[src/rtl/pmode_pkg.sv]
// Package: shared field positions, mode encoding and the detection-count
// mapping for the processor mode control register.
// Assumes an 8-bit data bus.
package pmode_pkg;
    localparam int DATA_W    = 8;
    localparam int DET_CNT_W = 3;

    localparam int BIT_MODE_LO = 0;
    localparam int BIT_WAIT    = 2;
    localparam int BIT_SWRST   = 3;
    localparam int BIT_DET_LO  = 4;
    localparam int BIT_CLKSEL  = 7;

    typedef enum logic [1:0] {
        MODE_SINGLE = 2'b00,
        MODE_EXPAND = 2'b01,
        MODE_MPU    = 2'b10,
        MODE_RSVD   = 2'b11
    } pm_mode_e;

    typedef struct packed {
        logic       clk_sel;
        logic [1:0] det_sel;
        logic       wait_bit;
        logic [1:0] mode;
    } pm_fields_t;

    // Maps the detection select code to the window length in cycles.
    function automatic logic [DET_CNT_W-1:0] det_count(input logic [1:0] code);
        case (code)
            2'b01:   det_count = DET_CNT_W'(4);
            2'b10:   det_count = DET_CNT_W'(2);
            default: det_count = DET_CNT_W'(7);
        endcase
    endfunction
endpackage

[src/rtl/pmode_field_store.sv]
// Module: pmode_field_store
// Holds the writable fields. Reserved codes are rejected per field. The
// strap forces mode bit 1 high, both at reset and on every write.
// Assumes wr_en is already qualified by the address decode. soft_clr has
// priority over a write in the same cycle.
module pmode_field_store
    import pmode_pkg::*;
(
    input  logic              clk,
    input  logic              rst_n,
    input  logic              soft_clr,
    input  logic              wr_en,
    input  logic [DATA_W-1:0] wdata,
    input  logic              strap,
    output pm_fields_t        fields,
    output logic [1:0]        mode_eff
);
    pm_fields_t fields_q;
    logic [1:0] mode_cand;
    logic [1:0] det_cand;

    // Candidate field values taken from the write data.
    always_comb begin
        mode_cand = {wdata[BIT_MODE_LO+1] | strap, wdata[BIT_MODE_LO]};
        det_cand  = wdata[BIT_DET_LO +: 2];
    end

    // Field registers: reset, soft clear, or a write with reserved codes held.
    always_ff @(posedge clk) begin
        if (!rst_n || soft_clr) begin
            fields_q.mode     <= strap ? MODE_MPU : MODE_SINGLE;
            fields_q.det_sel  <= 2'b00;
            fields_q.wait_bit <= 1'b0;
            fields_q.clk_sel  <= 1'b0;
        end else if (wr_en) begin
            if (mode_cand != MODE_RSVD) fields_q.mode <= mode_cand;
            if (det_cand != 2'b11)      fields_q.det_sel <= det_cand;
            fields_q.wait_bit <= wdata[BIT_WAIT];
            fields_q.clk_sel  <= wdata[BIT_CLKSEL];
        end
    end

    // Visible mode: the strap overrides bit 1.
    always_comb begin
        fields   = fields_q;
        mode_eff = {fields_q.mode[1] | strap, fields_q.mode[0]};
    end
endmodule

[src/rtl/pmode_rst_pulse.sv]
// Module: pmode_rst_pulse
// Produces a one-cycle reset request on the cycle after a write with the
// trigger bit set. The trigger itself is not stored.
// Assumes wr_en is already qualified by the address decode.
module pmode_rst_pulse (
    input  logic clk,
    input  logic rst_n,
    input  logic wr_en,
    input  logic trig_bit,
    output logic req
);
    // Registers the trigger and clears it after one cycle.
    always_ff @(posedge clk) begin
        if (!rst_n) req <= 1'b0;
        else        req <= wr_en & trig_bit & ~req;
    end
endmodule

[src/rtl/pmode_pin_mux.sv]
// Module: pmode_pin_mux
// Chooses what drives the shared pin. Microprocessor mode forces the clock;
// the other modes follow the clock-select bit. The selection is not aligned
// to the clock phase, so the first clock pulse on the pin may be short.
// Assumes the pin consumer tolerates that runt pulse.
module pmode_pin_mux
    import pmode_pkg::*;
(
    input  logic       clk_src,
    input  logic [1:0] mode_eff,
    input  logic       clk_sel,
    input  logic       gpio_val,
    output logic       drive_clk,
    output logic       pin
);
    // Clock-drive decision followed by the pin multiplexer.
    always_comb begin
        drive_clk = (mode_eff == MODE_MPU) | clk_sel;
        pin       = drive_clk ? clk_src : gpio_val;
    end
endmodule

[src/rtl/pmode_ctrl_reg.sv]
// Module: pmode_ctrl_reg (top)
// Byte-wide processor mode control register with address decode, read-back
// assembly, soft reset request, wait flag, detection count and pin mux.
// Assumes single-cycle writes and combinational reads on a synchronous bus.
module pmode_ctrl_reg
    import pmode_pkg::*;
#(
    parameter int               ADDR_W   = 8,
    parameter logic [ADDR_W-1:0] REG_ADDR = ADDR_W'('h5E)
) (
    input  logic                 clk,
    input  logic                 rst_n,
    input  logic [ADDR_W-1:0]    bus_addr,
    input  logic [DATA_W-1:0]    bus_wdata,
    input  logic                 bus_we,
    output logic [DATA_W-1:0]    bus_rdata,
    input  logic                 strap_mp,
    input  logic                 gpio_out,
    output logic                 pin_out,
    output logic                 swrst_req,
    output logic                 wait_insert,
    output logic [DET_CNT_W-1:0] detect_cycles
);
    logic       hit;
    logic       wr_en;
    pm_fields_t fields;
    logic [1:0] mode_eff;
    logic       clk_drive;

    // Address decode and write qualification.
    always_comb begin
        hit   = (bus_addr == REG_ADDR);
        wr_en = hit & bus_we;
    end

    pmode_field_store u_store (
        .clk      (clk),
        .rst_n    (rst_n),
        .soft_clr (swrst_req),
        .wr_en    (wr_en),
        .wdata    (bus_wdata),
        .strap    (strap_mp),
        .fields   (fields),
        .mode_eff (mode_eff)
    );

    pmode_rst_pulse u_pulse (
        .clk      (clk),
        .rst_n    (rst_n),
        .wr_en    (wr_en),
        .trig_bit (bus_wdata[BIT_SWRST]),
        .req      (swrst_req)
    );

    pmode_pin_mux u_mux (
        .clk_src   (clk),
        .mode_eff  (mode_eff),
        .clk_sel   (fields.clk_sel),
        .gpio_val  (gpio_out),
        .drive_clk (clk_drive),
        .pin       (pin_out)
    );

    // Read-back assembly; bits 6 and 3 always read 0.
    always_comb begin
        bus_rdata = '0;
        if (hit) begin
            bus_rdata[BIT_CLKSEL]        = fields.clk_sel;
            bus_rdata[BIT_DET_LO +: 2]   = fields.det_sel;
            bus_rdata[BIT_WAIT]          = fields.wait_bit;
            bus_rdata[BIT_MODE_LO +: 2]  = mode_eff;
        end
    end

    // Side outputs for the bus cycle generator and the interrupt arbiter.
    always_comb begin
        wait_insert   = ~fields.wait_bit;
        detect_cycles = det_count(fields.det_sel);
    end
endmodule

[config.mk]
export PLATFORM = sky130hd
export DESIGN_NAME = pmode_ctrl_reg
export DESIGN_NICKNAME = d
export VERILOG_FILES = /design/src/rtl/pmode_pkg.sv /design/src/rtl/pmode_field_store.sv /design/src/rtl/pmode_rst_pulse.sv /design/src/rtl/pmode_pin_mux.sv /design/src/rtl/pmode_ctrl_reg.sv
export SDC_FILE = /design/constraint.sdc
export NUM_CORES = 1
export LEC_CHECK = 0
export CAP_MARGIN = 0
export CELL_PAD_IN_SITES_DETAIL_PLACEMENT = 1
export CELL_PAD_IN_SITES_GLOBAL_PLACEMENT = 1
export CORE_UTILIZATION = 23
export DETAILED_ROUTE_END_ITERATION = 7
export GPL_TIMING_DRIVEN = 0
export PLACE_DENSITY = 0.82
export SLEW_MARGIN = 20
export SYNTH_ARGS = -nofsm -noshare
export SYNTH_HDL_FRONTEND = slang
export SYNTH_HIERARCHICAL = 1
export SYNTH_SLANG_ARGS = --single-unit
[constraint.sdc]
create_clock -name clk -period 3.9 [get_ports clk]
set_clock_uncertainty 0.15 [all_clocks]
set_input_delay 0.39 -clock clk [delete_from_list [all_inputs] [get_ports clk]]
set_output_delay 0.39 -clock clk [all_outputs]
set_load 0.005 [all_outputs]
==> Word level (Yosys, flattened, before mapping) <==
Index checks and enable logic that the tools add are counted.
{ "totals": {"reg_bits": 7} }
{ "classes": {"n_mux": 9, "reduce_logical": 6, "eq_ne": 6, "n_bitwise": 8} }
{ "op_table": {"columns": ["cell", "count"], "rows": [
  ["two-way mux 2 bit", 5],
  ["== test 8 x 7 -> 1 bit, second input constant", 1],
  ["case mux 3 bit (2 select lines)", 1],
  ["== test 2 bit, second input constant", 2],
  ["!= test 2 bit, second input constant", 2],
  ["AND reduction 2 bit", 2],
  ["nonzero test 2 bit", 2],
  ["bitwise AND 1 bit", 3],
  ["two-way mux 3 bit", 1],
  ["OR 1 bit", 3],
  ["== test 2 x 1 -> 1 bit, second input constant", 1],
  ["two-way mux 1 bit", 2],
  ["NOT 1 bit", 2],
  ["logical NOT 1 bit", 1],
  ["logical OR 1 bit", 1]
]} }

==> Longest topological paths before layout <==
Gate-level depths: netlist (run 1).
{ "depth": {"ltp_word": 5, "ltp_mapped": 5, "ltp_nobuf": 4} }

==> Modules after synthesis <==
Netlist (run 1), hierarchy kept.
{ "by_module_without_submodules": {"columns": ["module", "area_each_um2", "seq_area_each_um2", "cells_per_inst", "n_inst"], "rows": [
  ["pmode_field_store", 261.5, 140.1, 23, 1],
  ["pmode_ctrl_reg", 137.6, 0.0, 24, 1],
  ["pmode_rst_pulse", 30.0, 20.0, 2, 1],
  ["pmode_pin_mux", 26.3, 0.0, 3, 1]
]} }

==> metrics, run 1 <==
Critical Path Source clk; Reg2Reg Setup Slack 2.75 ns; I/O Buffers 31; #FFs+latches synth 7; Resized Gates After CTS 0; most frequent cells in the layout 31 x clkdlybuf4s50_1, 11 x inv_1, 7 x nor3_1; Ys Warns 6; register area 160 µm²; status finished clean; Leak approximately 0.00035 µW; Pre-antenna DRT Iters 2; DPL Wire Length between 1 and 1.5 mm; Via density between 4 and 5; PwrDens between 200 and 300 nW/µm²; compound-gate portion of the synthesized area 0.113; cell-internal power 187 µW; Util after Layout 0.476; RSZ-0062 raised after global routing no; # setup viols final 0; Via Count 480; synth top area cells dfxtp_1 22%, edfxtp_1 13%, inv_1 9.1%; post-CTS setup buffers 0; Initial Utilization 0.255; area occupied by multi-input gates 230 µm²; GR Util All Layers 0.138; largest net degree at the start of global routing 8; diode count 0; most common cell after layout, fill and taps aside clkdlybuf4s50_1; number of max-cap violations 0; DIE AREA approximately 2200 µm²; initial antenna violation count 0; Critical Path Sink pin_out; Reg-to-Reg Start u_pulse/req; setup TNS 0 ns; clk_lat worst skew 0.35 ns; Sw Ratio 0.207; xor-xnor portion of the synthesized cell area 0; Routed Antenna Nets 0; Worst Path Max Fanout 2; Worst setup SP type clock port; Area Growth Syn to Fin 86.5%; core region area 1780 µm²; Slew Limit Fails 0; worst path required time 3.36 ns; Clk pwr share 0.535; cts hold-fix bufs 0; number of DRC markers in iteration 0 2; I/O pin count 35; peak supply drop roughly 0.00013 V; die height 46.5 µm; layout cell share with drive strength beyond 1 0.154; CP Cell Sequence clkbuf_4 > clkbuf_4 > mux2_4 > clkdlybuf4s50_1; first-pass GRT wire length a little under 2 mm; Psw 49.0 µW; GP Congestion 0.628; Crit-path slowest cell clkdlybuf4s50_1; synthesized cell area 455 µm²; simple-gate share of the synthesized area 0.245; CTS tree built; Clk pin slew, worst setup/hold paths 0.05 ns; top-area cell type share of the netlist area 0.220; Logic pwr share 0.139; Netlist cell types 24; vias in the first global route between 400 and 500; fraction of synthesized area in multiplexers 0.0769; DRC Markers 0; worst min-delay path class reg2reg; most area-hungry cell type in the Yosys netlist dfxtp_1; largest family of logic cells by synthesized area simple AND/OR/NAND/NOR gates; Reg power frac 0.327; most used cell, CP clkbuf_4; # rows 15; Fill cells 220; FF-to-FF path depth 2; RR Endpoint u_store/fields[1]; Routed WL 1.28 mm; average size of a mapped cell 8.76 µm²; final hold vios 0; WP data arrival 2.86 ns; cells after synthesis 52; remaining global-route overflow 0; Slew headroom 0.498; Critical Path Sink Type output pin; # nets final 115; Slew @ Worst Pin 0.747 ns; die width 46.5 µm; CP max stage delay 0.45 ns; WL/cell between 10 and 15 µm; Seq/Total Area, Yosys 0.352; Crit Path Category clk2out; Synth Area in Adders 0.0549
## final cells by class
cell class                 count  area share
buffer                         4      0.0324
timing repair buffer          30       0.353
clock buffer                   8      0.0692
inverter                      11      0.0486
sequential                     7       0.189
multi-input combinational     31       0.271
tap                           25      0.0368
## registers in the layout, indices dropped and copies added, names as in the netlist
name            count
u_pulse/req         1
u_store/fields      6
## Yosys cell counts
master / count
a21o_1: 2
dfxtp_1: 5
and4b_1: 1
mux2_4: 1
edfxtp_1: 2
a211oi_2: 1
nor2_1: 2
or2_2: 1
nand2b_1: 2
nand4bb_1: 1
nor3_1: 7
buf_2: 1
a21o_2: 1
o21ai_0: 1
inv_1: 11
o211a_1: 1
conb_1: 1
ha_1: 2
and2b_1: 1
and2_1: 1
nor2b_1: 1
nand4b_1: 1
buf_4: 3
mux2i_1: 2
## power by group through the flow
stage,Combinational [µW],Sequential (µW),Clock [µW]
3_5_place_dp,32.8,78.7,17.2
5_1_grt,35.2,77.3,139
4_1_cts,33.0,77.2,133
2_1_floorplan,11.0,78.7,8.54
3_3_place_gp,31.6,78.7,17.2
6_report,32.8,77.2,126
## critical path, delay by kind of cell
family                 cells  cell delay [ns]
buffers and inverters      3             0.68
multiplexers               1             0.24
## metal layers
layer | GRT usage | part of all wire | vias up
li1 | - | - | 244
met1 | 0.125 | 0.39 | 212
met2 | 0.225 | 0.49 | 24
met3 | 0.0784 | 0.12 | 0
met4 | 0.106 | 0 | 0
met5 | 0 | 0 | -
## through the flow
stage               setup slack, ns  hold WS, ns  instance area [µm²]  power [µW]  cells
floorplan                      1.17        0.309                  459        98.2     53
global placement              0.744        0.325                  801         127    109
detailed placement            0.744        0.340                  801         129    109
CTS                           0.481        0.349                  850         243    116
global route                  0.471        0.377                  850         252    116
finish                        0.496        0.342                  850         236    116
## worst min path at each step
stage / startpoint / endpoint / depth (start not counted)
global placement: u_store/fields[2] / u_store/fields[2] / 2
CTS: u_store/fields[3] / u_store/fields[3] / 2
global route: u_store/fields[3] / u_store/fields[3] / 2
floorplan: u_store/fields[3] / u_store/fields[3] / 2
finish: u_store/fields[3] / u_store/fields[3] / 2
detailed placement: u_store/fields[3] / u_store/fields[3] / 2
## logic make-up (layout without fill, tap and decap cells)
| family | Yosys count | in the layout |
|---|---|---|
| AOI/OAI and AO/OA | 6 | 6 |
| adders and majority gates | 2 | 2 |
| buffers and inverters | 15 | 53 |
| DFF | 7 | 7 |
| muxes | 3 | 3 |
| other | 1 | 2 |
| and+or+nand+nor | 18 | 18 |
Power figures use the tool's default switching activity.
==> inputs of run 2 (changes only) <==
--- a/config.mk
+++ b/config.mk
@@ -8,6 +8,7 @@
 export CAP_MARGIN = 0
 export CELL_PAD_IN_SITES_DETAIL_PLACEMENT = 1
 export CELL_PAD_IN_SITES_GLOBAL_PLACEMENT = 1
+export CORE_MARGIN = 3
 export CORE_UTILIZATION = 23
 export DETAILED_ROUTE_END_ITERATION = 7
 export GPL_TIMING_DRIVEN = 0
==> run 2 against run 1 <==
  * Sequential cell count unchanged
  * Utilization down 0.50 points
  * Count of clock-buffer cells in the layout stayed put
  * First-iteration DRC count rose by 100%
  * Critical path depth did not move
  * Routed wire length rose by 9.9%
  * Design area unchanged
  * Total power rose by 0.22%
  * Critical path type unchanged
  * Critical endpoint unchanged
==> metrics, run 2 (synthesized netlist as in run 1, its figures left out) <==
# nets final 115 (unchanged); CP Cell Sequence clkbuf_4 > clkbuf_4 > mux2_4 > clkdlybuf4s50_1 (unchanged); setup TNS 0 ns (unchanged); GP Congestion 0.643 (was 0.628); Initial Utilization 0.253 (was 0.255); total power draw 237 µW (was 236 µW); Util after Layout 0.472 (was 0.476); peak supply drop 0.000152 V (was 0.000134 V); diode count 0 (unchanged); Routed WL 1.41 mm (was 1.28 mm); status finished clean (unchanged); DRC Markers 0 (unchanged); worst path required time 3.36 ns (about the same); Worst Path Max Fanout 2 (unchanged); Resized Gates After CTS 0 (unchanged); Crit Path Category clk2out (unchanged); die height 50.5 µm (was 46.5 µm); DPL Wire Length 1.15 mm (was 1.05 mm); DIE AREA 2550 µm² (was 2160 µm²); largest net degree at the start of global routing 8 (unchanged); number of DRC markers in iteration 0 4 (was 2); final hold vios 0 (unchanged); number of flip-flops in the largest register 6 (unchanged); I/O Buffers 31 (unchanged); Via Count 498 (was 480); Area Growth Syn to Fin 86.5% (unchanged); Sw Ratio 0.209 (was 0.207); post-route setup slack 0.502 ns (was 0.496 ns); layout cell share with drive strength beyond 1 0.154 (unchanged); post-CTS setup buffers 0 (unchanged); Worst setup SP type clock port (unchanged); # rows 15 (unchanged); area occupied by multi-input gates 230 µm² (unchanged); Routed Antenna Nets 0 (unchanged); CTS tree built (unchanged); WP data arrival 2.86 ns (about the same); Leak 0.000353 µW (unchanged); Psw 49.4 µW (was 49.0 µW); CP max stage delay 0.44 ns (was 0.45 ns); Clk pwr share 0.536 (was 0.535); die width 50.5 µm (was 46.5 µm); I/O pin count 35 (unchanged); RSZ-0062 raised after global routing no (unchanged); Slew @ Worst Pin 0.797 ns (was 0.747 ns); WL/cell 12.2 µm (was 11.1 µm); pre-CTS setup slack 0.744 ns (about the same); first-pass GRT wire length 2.29 mm (was 1.95 mm); Clk pin slew, worst setup/hold paths 0.06 ns (was 0.05 ns); core region area 1800 µm² (was 1780 µm²); register area 160 µm² (unchanged); Fill cells 224 (was 220); Crit-path slowest cell clkdlybuf4s50_1 (unchanged); # setup viols final 0 (unchanged); Slew Limit Fails 0 (unchanged); Critical Path Sink Type output pin (unchanged); number of max-cap violations 0 (unchanged); most frequent cells in the layout 31 x clkdlybuf4s50_1, 11 x inv_1, 7 x nor3_1 (unchanged); worst min-delay path class reg2reg (unchanged); PwrDens 279 nW/µm² (was 278 nW/µm²); Via density 4.29 (was 4.14); vias in the first global route 540 (was 486); most used cell, CP clkbuf_4 (unchanged); Pre-antenna DRT Iters 2 (unchanged); cell-internal power 187 µW (about the same); Logic pwr share 0.138 (was 0.139); initial antenna violation count 0 (unchanged); GR Util All Layers 0.130 (was 0.138); clk_lat worst skew 0.36 ns (was 0.35 ns); remaining global-route overflow 0 (unchanged); most common cell after layout, fill and taps aside clkdlybuf4s50_1 (unchanged); Slew headroom 0.465 (was 0.498); Reg power frac 0.326 (was 0.327); cts hold-fix bufs 0 (unchanged)
[run 2: cell counts in the layout (fill, tap and decap cells not counted)]
Identical to the previous run, type by type.
[run 2: worst max-delay path, delay by kind of cell]
kind,cells,cell delay (ns)
multiplexers,1,0.24
buffers and inverters,3,0.67
[run 2: layer usage]
metal / wire length (µm) / global-route usage / vias up / share of wire
li1: - / - / 244 / -
met3: 167 / 0.0742 / 0 / 0.12
met2: 669 / 0.198 / 26 / 0.47
met1: 573 / 0.119 / 228 / 0.41
met5: 0 / 0 / - / 0
met4: 0 / 0.130 / 0 / 0
[run 2: cell type report]
type	instances	share of cell area
plain buffers	4	0.0324
clock buffers	8	0.0692
inverters	11	0.0486
multi-input cells	31	0.271
flip-flops and latches	7	0.189
well taps	25	0.0368
repair buffers	30	0.353
[run 2: final timing paths]
check | startpoint | to | slack [ns] | cells after the start
hold reg to reg | u_store/fields[3] | u_store/fields[3] | 0.34 | 2
hold / removal | u_store/fields[3] | u_store/fields[3] | 0.34 | 2
setup reg to reg | u_pulse/req | u_store/fields[0] | 2.74 | 2
setup / recovery | clk | pin_out | 0.50 | 4
[run 2: metrics by stage]
stage	area, µm²	hold slack, ns	std cells
after floorplan	459	0.309	53
after global placement	801	0.327	109
after detailed placement	801	0.342	109
after CTS	850	0.350	116
after global routing	850	0.371	116
final	850	0.344	116
[run 2: power by group through the flow]
stage | Combinational, µW | Sequential [µW] | Clock [µW]
6_report | 32.6 | 77.2 | 127
5_1_grt | 35.9 | 77.2 | 138
4_1_cts | 33.0 | 77.2 | 134
3_5_place_dp | 32.8 | 78.7 | 17.2
3_3_place_gp | 31.4 | 78.7 | 17.2
2_1_floorplan | 11.0 | 78.7 | 8.54
